**src/rtl/irq_arb_pkg.sv**
```systemverilog
package irq_arb_pkg;
  localparam int NUM_SRC = 24;
  localparam int NUM_GRP = 6;
  localparam int NUM_EN  = NUM_SRC / NUM_GRP;
  localparam int ID_W    = $clog2(NUM_SRC);
  localparam int LVL_W   = 2;
  localparam int ADDR_W  = 3;
  localparam int DATA_W  = NUM_GRP + 1;
  localparam int GIE_BIT = NUM_GRP;
  localparam int PRIO_LO_ADDR = NUM_EN;
  localparam int PRIO_HI_ADDR = NUM_EN + 1;

  typedef struct packed {
    logic             valid;
    logic [ID_W-1:0]  id;
    logic [LVL_W-1:0] level;
  } pick_t;
endpackage

```
**src/rtl/irq_arb_regs.sv**
```systemverilog
module irq_arb_regs import irq_arb_pkg::*; (
  input  logic                   clk_i,
  input  logic                   rst_ni,
  input  logic                   we_i,
  input  logic [ADDR_W-1:0]      addr_i,
  input  logic [DATA_W-1:0]      wdata_i,
  output logic [DATA_W-1:0]      rdata_o,
  output logic                   gie_o,
  output logic [NUM_SRC-1:0]     en_o,
  output logic [NUM_GRP*LVL_W-1:0] lvl_o
);
  logic [NUM_SRC-1:0] en_q;
  logic [NUM_GRP-1:0] lo_q, hi_q;
  logic               gie_q;

  always_ff @(posedge clk_i or negedge rst_ni) begin
    if (!rst_ni) begin
      en_q  <= '0;
      lo_q  <= '0;
      hi_q  <= '0;
      gie_q <= 1'b0;
    end else if (we_i) begin
      for (int r = 0; r < NUM_EN; r++)
        if (addr_i == ADDR_W'(r)) en_q[r*NUM_GRP +: NUM_GRP] <= wdata_i[NUM_GRP-1:0];
      if (addr_i == '0)                     gie_q <= wdata_i[GIE_BIT];
      if (addr_i == ADDR_W'(PRIO_LO_ADDR))  lo_q  <= wdata_i[NUM_GRP-1:0];
      if (addr_i == ADDR_W'(PRIO_HI_ADDR))  hi_q  <= wdata_i[NUM_GRP-1:0];
    end
  end

  always_comb begin
    rdata_o = '0;
    for (int r = 0; r < NUM_EN; r++)
      if (addr_i == ADDR_W'(r)) rdata_o[NUM_GRP-1:0] = en_q[r*NUM_GRP +: NUM_GRP];
    if (addr_i == '0)                    rdata_o[GIE_BIT]     = gie_q;
    if (addr_i == ADDR_W'(PRIO_LO_ADDR)) rdata_o[NUM_GRP-1:0] = lo_q;
    if (addr_i == ADDR_W'(PRIO_HI_ADDR)) rdata_o[NUM_GRP-1:0] = hi_q;
  end

  for (genvar g = 0; g < NUM_GRP; g++) begin : g_lvl
    assign lvl_o[g*LVL_W +: LVL_W] = {hi_q[g], lo_q[g]};
  end

  assign gie_o = gie_q;
  assign en_o  = en_q;
endmodule

```
**src/rtl/irq_arb_pending.sv**
```systemverilog
module irq_arb_pending import irq_arb_pkg::*; (
  input  logic               clk_i,
  input  logic               rst_ni,
  input  logic [NUM_SRC-1:0] irq_i,
  input  logic               clr_i,
  input  logic [ID_W-1:0]    clr_id_i,
  output logic [NUM_SRC-1:0] pend_o
);
  logic [NUM_SRC-1:0] pend_q, clr_mask;

  for (genvar i = 0; i < NUM_SRC; i++) begin : g_clr
    assign clr_mask[i] = clr_i && (clr_id_i == ID_W'(i));
  end

  // a new request dominates a same-cycle clear
  always_ff @(posedge clk_i or negedge rst_ni) begin
    if (!rst_ni) pend_q <= '0;
    else         pend_q <= (pend_q & ~clr_mask) | irq_i;
  end

  assign pend_o = pend_q;
endmodule

```
**src/rtl/irq_arb_select.sv**
```systemverilog
module irq_arb_select import irq_arb_pkg::*; (
  input  logic [NUM_SRC-1:0]       cand_i,
  input  logic [NUM_GRP*LVL_W-1:0] lvl_i,
  output pick_t                    pick_o
);
  // strict compare keeps the lowest index on equal level
  always_comb begin
    pick_o = '0;
    for (int i = 0; i < NUM_SRC; i++) begin
      if (cand_i[i] && (!pick_o.valid ||
          lvl_i[(i % NUM_GRP)*LVL_W +: LVL_W] > pick_o.level)) begin
        pick_o.valid = 1'b1;
        pick_o.id    = ID_W'(i);
        pick_o.level = lvl_i[(i % NUM_GRP)*LVL_W +: LVL_W];
      end
    end
  end
endmodule

```
**src/rtl/irq_group_arbiter.sv**
```systemverilog
module irq_group_arbiter import irq_arb_pkg::*; (
  input  logic                  clk_i,
  input  logic                  rst_ni,
  input  logic [NUM_SRC-1:0]    irq_i,
  input  logic                  reg_we_i,
  input  logic [ADDR_W-1:0]     reg_addr_i,
  input  logic [DATA_W-1:0]     reg_wdata_i,
  output logic [DATA_W-1:0]     reg_rdata_o,
  input  logic                  ack_i,
  output logic                  req_valid_o,
  output logic [ID_W-1:0]       req_id_o,
  output logic [LVL_W-1:0]      req_level_o
);
  logic                       gie;
  logic [NUM_SRC-1:0]         en, pend_q, cand;
  logic [NUM_GRP*LVL_W-1:0]   lvl_vec;
  pick_t                      pick, pick_q;

  irq_arb_regs u_regs (
    .clk_i, .rst_ni,
    .we_i(reg_we_i), .addr_i(reg_addr_i), .wdata_i(reg_wdata_i),
    .rdata_o(reg_rdata_o), .gie_o(gie), .en_o(en), .lvl_o(lvl_vec)
  );

  irq_arb_pending u_pend (
    .clk_i, .rst_ni, .irq_i,
    .clr_i(ack_i && pick_q.valid), .clr_id_i(pick_q.id),
    .pend_o(pend_q)
  );

  assign cand = pend_q & en & {NUM_SRC{gie}};

  irq_arb_select u_sel (.cand_i(cand), .lvl_i(lvl_vec), .pick_o(pick));

  always_ff @(posedge clk_i or negedge rst_ni) begin
    if (!rst_ni) pick_q <= '0;
    else         pick_q <= pick;
  end

  assign req_valid_o = pick_q.valid;
  assign req_id_o    = pick_q.id;
  assign req_level_o = pick_q.level;
endmodule


```
**config.mk**
```make
export PLATFORM = sky130hd
export DESIGN_NAME = irq_group_arbiter
export DESIGN_NICKNAME = d
export VERILOG_FILES = /design/src/rtl/irq_arb_pkg.sv /design/src/rtl/irq_arb_regs.sv /design/src/rtl/irq_arb_pending.sv /design/src/rtl/irq_arb_select.sv /design/src/rtl/irq_group_arbiter.sv
export SDC_FILE = /design/constraint.sdc
export NUM_CORES = 1
export LEC_CHECK = 0
export ABC_CLOCK_PERIOD_IN_PS = 31200
export BUFFER_PORTS_ARGS = -buffer_cell sky130_fd_sc_hd__buf_2
export CORE_ASPECT_RATIO = 1.2
export CORE_MARGIN = 1
export CORE_UTILIZATION = 54
export CTS_CLUSTER_SIZE = 24
export DETAILED_ROUTE_END_ITERATION = 10
export PLACE_DENSITY = 0.74
export SLEW_MARGIN = 20
export SYNTH_ARGS = -nofsm -noshare
export SYNTH_HDL_FRONTEND = slang
export SYNTH_SLANG_ARGS = --single-unit
```
**constraint.sdc**
```tcl
create_clock -name clk_i -period 31.2 [get_ports clk_i]
set_input_delay 9.36 -clock clk_i [delete_from_list [all_inputs] [get_ports clk_i]]
set_output_delay 9.36 -clock clk_i [all_outputs]
set_load 0.05 [all_outputs]
```
==> results of run 1 <==
==> cells in the mapped netlist (4+ instances only) <==
library cell,n
nand2_1,75
dfrtp_1,69
nor2_1,54
o21ai_0,37
mux2_2,35
ha_1,31
a21o_1,27
inv_1,26
a21oi_1,25
nand3_1,22
clkbuf_1,21
and3_1,15
mux2i_1,15
and2_1,10
nor3_1,10
nand2b_1,9
nor2b_1,9
o31ai_1,7
a22oi_1,6
a31oi_1,6
o221ai_1,6
a211oi_1,5
maj3_1,5
or2_2,5
a31o_2,4
nand4_1,4
nor3b_1,4
==> kinds of logic (layout without fill, tap and decap cells) <==
group | Yosys count | count (layout) | share of synthesized area
simple gates | 233 | 233 | 0.213
compound gates | 171 | 171 | 0.240
fa+ha+maj | 36 | 36 | 0.0814
flops | 69 | 69 | 0.321
buf+inv | 49 | 111 | 0.0358
mux | 52 | 52 | 0.110
==> path summary, 6_finish.rpt <==
check / startpoint / to
max reg2reg: u_pend.pend_o[0] / req_id_o[3]
min reg2reg: u_pend.pend_o[14] / u_pend.pend_o[14]
min in group asynchronous: rst_ni / req_valid_o
min: u_pend.pend_o[14] / u_pend.pend_o[14]
max in group asynchronous: rst_ni / u_regs.en_o[1]
max: u_pend.pend_o[0] / req_id_o[3]
==> layer usage <==
layer,global-route usage,vias up
met3,0.0533,56
met2,0.542,270
met4,0.144,0
met5,0,-
met1,0.441,2555
li1,-,2371
==> power by group through the flow <==
stage | registers [W] | clock network (W) | logic [W]
after floorplan | 0.000139 | 0 | 0.000300
after global placement | 0.000135 | 0 | 0.000388
after detailed placement | 0.000136 | 0 | 0.000399
after CTS | 0.000135 | 0.000102 | 0.000403
after global routing | 0.000138 | 0.000106 | 0.000495
final | 0.000136 | 0.000101 | 0.000453
==> cell type report <==
class | count | area, µm²
inverter | 26 | 97.6
timing repair buffer | 69 | 388
multi-input combinational | 492 | 3610
clock inverter | 7 | 73.8
sequential | 69 | 1730
tap | 123 | 154
clock buffer | 9 | 225
fill | 781 | 3340
==> through the flow <==
step	area (µm²)	total power [W]	hold WS, ns
after global routing	6280	0.000739	0.493
final	6280	0.000691	0.482
after detailed placement	5760	0.000535	0.466
after global placement	5760	0.000523	0.459
after floorplan	5380	0.000439	0.442
after CTS	6060	0.000640	0.478
==> timing repair <==
item                                    CTS  global route
resized for setup                         2            39
endpoints found under the setup margin    2             7
buffers inserted                          0             9
pin swaps                                 0             9
==> registers in the layout (all words and copies together) (netlist names) <==
name / cells
req_id_o: 5
req_level_o: 2
req_valid_o: 1
u_pend.pend_o: 24
u_regs.en_o: 24
u_regs.gie_o: 1
u_regs.hi_q: 6
u_regs.lo_q: 6
==> critical path, delay by kind of cell, from the launching register on <==
kind,cells,cell delay (ns)
AND/OR/NAND/NOR,54,7.34
AO/OA/AOI/OAI,58,11.44
adder cells (fa/ha/maj),27,7.32
flip-flops,1,0.39
buffers and inverters,6,0.38
multiplexers,8,2.30
==> flow_summary.toml, run 1 <==
[outcome]
run_status = "finished, final reports clean"

[power_and_ir_drop]
p_seq_frac = 0.197
switching_share = 0.488
p_sw_w = 0.000337
pwr-share-clk = 0.147
leakagePower_nw = 2.69
peakVddDrop_mv = 0.0579
power.density_nw_per_um2 = 110
p_comb_frac = 0.656
intPower_w = 0.000354

[synthesis]
synthesis.nets = 679
ys_ff_latch = 69
ys_types = 71
synth_top_area_cell = "dfrtp_1"
synth_edf_count = 0
dominantRegCellSynth = "dfrtp_1"
ys.warnings.count = 0
synth-async-reset-ratio = 1.00
synth_area_leaders = "dfrtp_1, mux2_2, ha_1"
yosysSeqAreaShare = 0.321
netlist_area_um2 = 5380
synth_area_per_cell_um2 = 8.82
synth_cells = 610
synth_top_area_share = 0.321

[routing]
met2_length_mm = 8.37
dr.pass1.iters = 5
postRouteWirelength_mm = 17.1
vias_per_cell = 6.61
antenna_left = 0
drc = 0
wl_per_cell_um = 21.5
vias = 5252
route.met3.wl_mm = 1.18
met1Wirelength_mm = 6.90
highest_layer = "met4"
drtIter0Drc = 524

[floorplanning]
die_x_um = 93.1
die_h_um = 111
core_um2 = 9610
boundaryPins = 53
initial_utilization = 0.560
dieArea_um2 = 10400
rows = 39

[timing]
period_share = 0.940
worst_pin_slew_ns = 0.980
setup_viol = 0
tns_ns = 0
finalMaxSlewViolations = 0
clock_skew_ns = 0.00639
fin_crit_ns = 29.33
slew-limit-headroom = 0.345
finalHoldViolations = 0
fmax_mhz = 34.1
setup_slack_ns = 1.87

[placed_design]
dp_hpwl_mm = 12.5
dp.cells = 770
gp_congestion = 0.938
io_buffers = 52
pre_cts_slack_ns = -0.0617

[finish]
final_cell_count_no_fill = 795
areaGrowthSynthToFinish_pct = 16.6
antennaDiodeCount = 0
final_core_utilization = 0.653
layout_commonest_cell = "nand2_1"
final_cell_mix = "nand2_1, dfrtp_1, nor2_1, buf_2, mux2_2"
fin_nets = 736
drive_above_1_share = 0.263

[critical_path]
slowest_delay_ns = 0.44
path_class = "reg -> reg"
endpoint_kind = "flop"
crit_slowest_cell = "o41ai_2"
start_kind = "flop"
crit_required_ns = 31.43
r2r_slack_ns = 1.87
path_max_fanout = 7
r2r_cells = 153
worstPathArrival_ns = 29.56

[grt]
grt_usage = 0.334
grt_pass1_vias = 5033
grt_pass1_wl_mm = 26.1
grt-ovfl-total = 0
antenna_found_initial = 0
grt_max_degree = 70

[cts]
clkSinkCount = 69
htree_levels = 3
clock_latency_ns = 0.33
cts_buffers = 9
hold_buffers = 0
clkTransAtPathRegs_ns = 0.06
ctsRootBufferMaster = "clkbuf_16"
cts_tree = "done"
cts_max_path_buffers = 2

[worst_hold_path]
holdPathStages = 1
hold_class = "reg -> reg"

[run]
maxCapViolCount = 0
Note: power is estimated with default switching activity, not from simulation.
==> run 2, diff against run 1 <==
--- a/config.mk
+++ b/config.mk
@@ -5,6 +5,7 @@
 export SDC_FILE = /design/constraint.sdc
 export NUM_CORES = 1
 export LEC_CHECK = 0
+export ABC_AREA = 1
 export ABC_CLOCK_PERIOD_IN_PS = 31200
 export BUFFER_PORTS_ARGS = -buffer_cell sky130_fd_sc_hd__buf_2
 export CORE_ASPECT_RATIO = 1.2
@@ -12,6 +13,7 @@
 export CORE_UTILIZATION = 54
 export CTS_CLUSTER_SIZE = 24
 export DETAILED_ROUTE_END_ITERATION = 10
+export GPL_TIMING_DRIVEN = 0
 export PLACE_DENSITY = 0.74
 export SLEW_MARGIN = 20
 export SYNTH_ARGS = -nofsm -noshare
==> flow_summary.toml, run 2 <==
[synthesis]
ys_ff_latch = 69
ys_types = 30
netlist_top_cells_count = "nand2_1, inv_1, o21ai_0, dfrtp_1, nand3_1"
synth_top_area_share = 0.326
yosysSeqAreaShare = 0.326
synthesis.nets = 815
netlist_area_um2 = 5300
synth_cells = 746
yosysMostFrequentCell = "nand2_1"
synth_area_leaders = "dfrtp_1, nand2_1, o21ai_0"
ys.warnings.count = 0
synth_top_area_cell = "dfrtp_1"
synth-async-reset-ratio = 1.00
synth_edf_count = 0
dominantRegCellSynth = "dfrtp_1"
synth_area_per_cell_um2 = 7.10

[finish]
layout_commonest_cell = "nand2_1"
fin_nets = 879
final_cell_count_no_fill = 938
final_cell_mix = "nand2_1, inv_1, o21ai_0"
final_core_utilization = 0.639
areaGrowthSynthToFinish_pct = 14.8
drive_above_1_share = 0.179
antennaDiodeCount = 0

[cts]
clkTransAtPathRegs_ns = 0.05
ctsRootBufferMaster = "clkbuf_16"
postCtsSetupRepairBufs = 0
cts_tree = "done"
cts_max_path_buffers = 2
post_cts_resized = 0
clock_latency_ns = 0.33
htree_levels = 3
cts_buffers = 9
hold_buffers = 0
clkSinkCount = 69

[run]
maxCapViolCount = 0

[placed_design]
dp_hpwl_mm = 11.8
dp.cells = 922
io_buffers = 52
gp_congestion = 0.992

[worst_hold_path]
hold_class = "reg -> reg"

[outcome]
run_status = "finished, final reports clean"

[critical_path]
crit_slowest_cell = "dfrtp_1"
path_max_fanout = 8
start_kind = "flop"
r2r_slack_ns = 6.76
worstPathArrival_ns = 24.69
crit_required_ns = 31.45
endpoint_kind = "flop"
path_class = "reg -> reg"
slowest_delay_ns = 0.48
crit_path_frequent_cell = "o21ai_0"

[routing]
vias = 5190
drc = 0
dr.pass1.iters = 5
postRouteWirelength_mm = 15.0
drtIter0Drc = 387
wl_per_cell_um = 16.0
antenna_left = 0
vias_per_cell = 5.53

[timing]
finalHoldViolations = 0
slew-limit-headroom = 0.529
tns_ns = 0
fin_crit_ns = 24.44
worst_pin_slew_ns = 0.700
finalMaxSlewViolations = 0
fmax_mhz = 40.9
rsz0062_at_grt = "no"
period_share = 0.783
setup_viol = 0
clock_skew_ns = 0.00208

[floorplanning]
die_h_um = 110
dieArea_um2 = 10200
core_um2 = 9520
boundaryPins = 53
die_x_um = 92.4
rows = 39
initial_utilization = 0.556

[grt]
antenna_found_initial = 0
grt_pass1_wl_mm = 24.0
grt_max_degree = 46
grt_usage = 0.306
grt_pass1_vias = 5040
grt-ovfl-total = 0

[power_and_ir_drop]
power.density_nw_per_um2 = 117
peakVddDrop_mv = 0.0794
leakagePower_nw = 3.28
[run 2: power by group]
part	switching, W	internal, W
sequential	0.0000175	0.000108
clock	0.0000361	0.0000801
combinational	0.000306	0.000165
[run 2: cells by family (layout without fill, tap and decap cells)]
| kind of cell | after synthesis | after routing | share of synthesized area |
|---|---|---|---|
| adder cells (fa/ha/maj) | 31 | 31 | 0.0733 |
| buffers and inverters | 125 | 194 | 0.0900 |
| flip-flops | 69 | 69 | 0.326 |
| AO/OA/AOI/OAI | 137 | 137 | 0.145 |
| AND/OR/NAND/NOR | 384 | 384 | 0.366 |
[run 2: per-layer routing]
| layer | part of all wire | vias up | wire length, µm | GRT usage |
|---|---|---|---|---|
| met5 | 0 | - | 0 | 0 |
| met4 | 0.040 | 0 | 592 | 0.149 |
| met3 | 0.063 | 35 | 937 | 0.0399 |
| met2 | 0.48 | 201 | 7130 | 0.505 |
| met1 | 0.42 | 2382 | 6300 | 0.393 |
| li1 | - | 2572 | - | - |
[run 2: area by class of cell]
| class | count | area (µm²) |
|---|---|---|
| flip-flops and latches | 69 | 1730 |
| well taps | 123 | 154 |
| inverters | 115 | 432 |
| multi-input cells | 552 | 3090 |
| repair buffers | 53 | 290 |
| clock buffers | 12 | 246 |
| clock inverters | 4 | 95.1 |
| fillers | 876 | 3430 |
| plain buffers | 10 | 45.0 |
[run 2: final timing paths]
path	to	startpoint	cells past startpoint
max reg2reg	req_id_o[3]	u_regs.hi_q[0]	164
min reg2reg	u_regs.lo_q[1]	u_regs.lo_q[1]	2
min in group asynchronous	req_level_o[1]	rst_ni	1
min	u_regs.lo_q[1]	u_regs.lo_q[1]	2
max	req_id_o[3]	u_regs.hi_q[0]	164
max in group asynchronous	u_pend.pend_o[0]	rst_ni	2
[run 2: metrics by stage]
step / setup WS (ns) / total power [W] / area, µm² / hold WS (ns)
2_1_floorplan: 10.18 / 0.000489 / 5300 / 0.453
3_3_place_gp: 7.89 / 0.000571 / 5710 / 0.467
3_5_place_dp: 7.10 / 0.000588 / 5740 / 0.473
4_1_cts: 6.91 / 0.000709 / 6080 / 0.486
5_1_grt: 4.38 / 0.000777 / 6080 / 0.518
6_report: 6.76 / 0.000712 / 6080 / 0.481
[run 2: worst max-delay path: cells and delay by family, from the launching register on]
kind	cells	cell delay (ns)
simple gates	88	7.87
buf+inv	16	1.25
fa+ha+maj	23	6.71
flops	1	0.48
compound gates	37	7.90
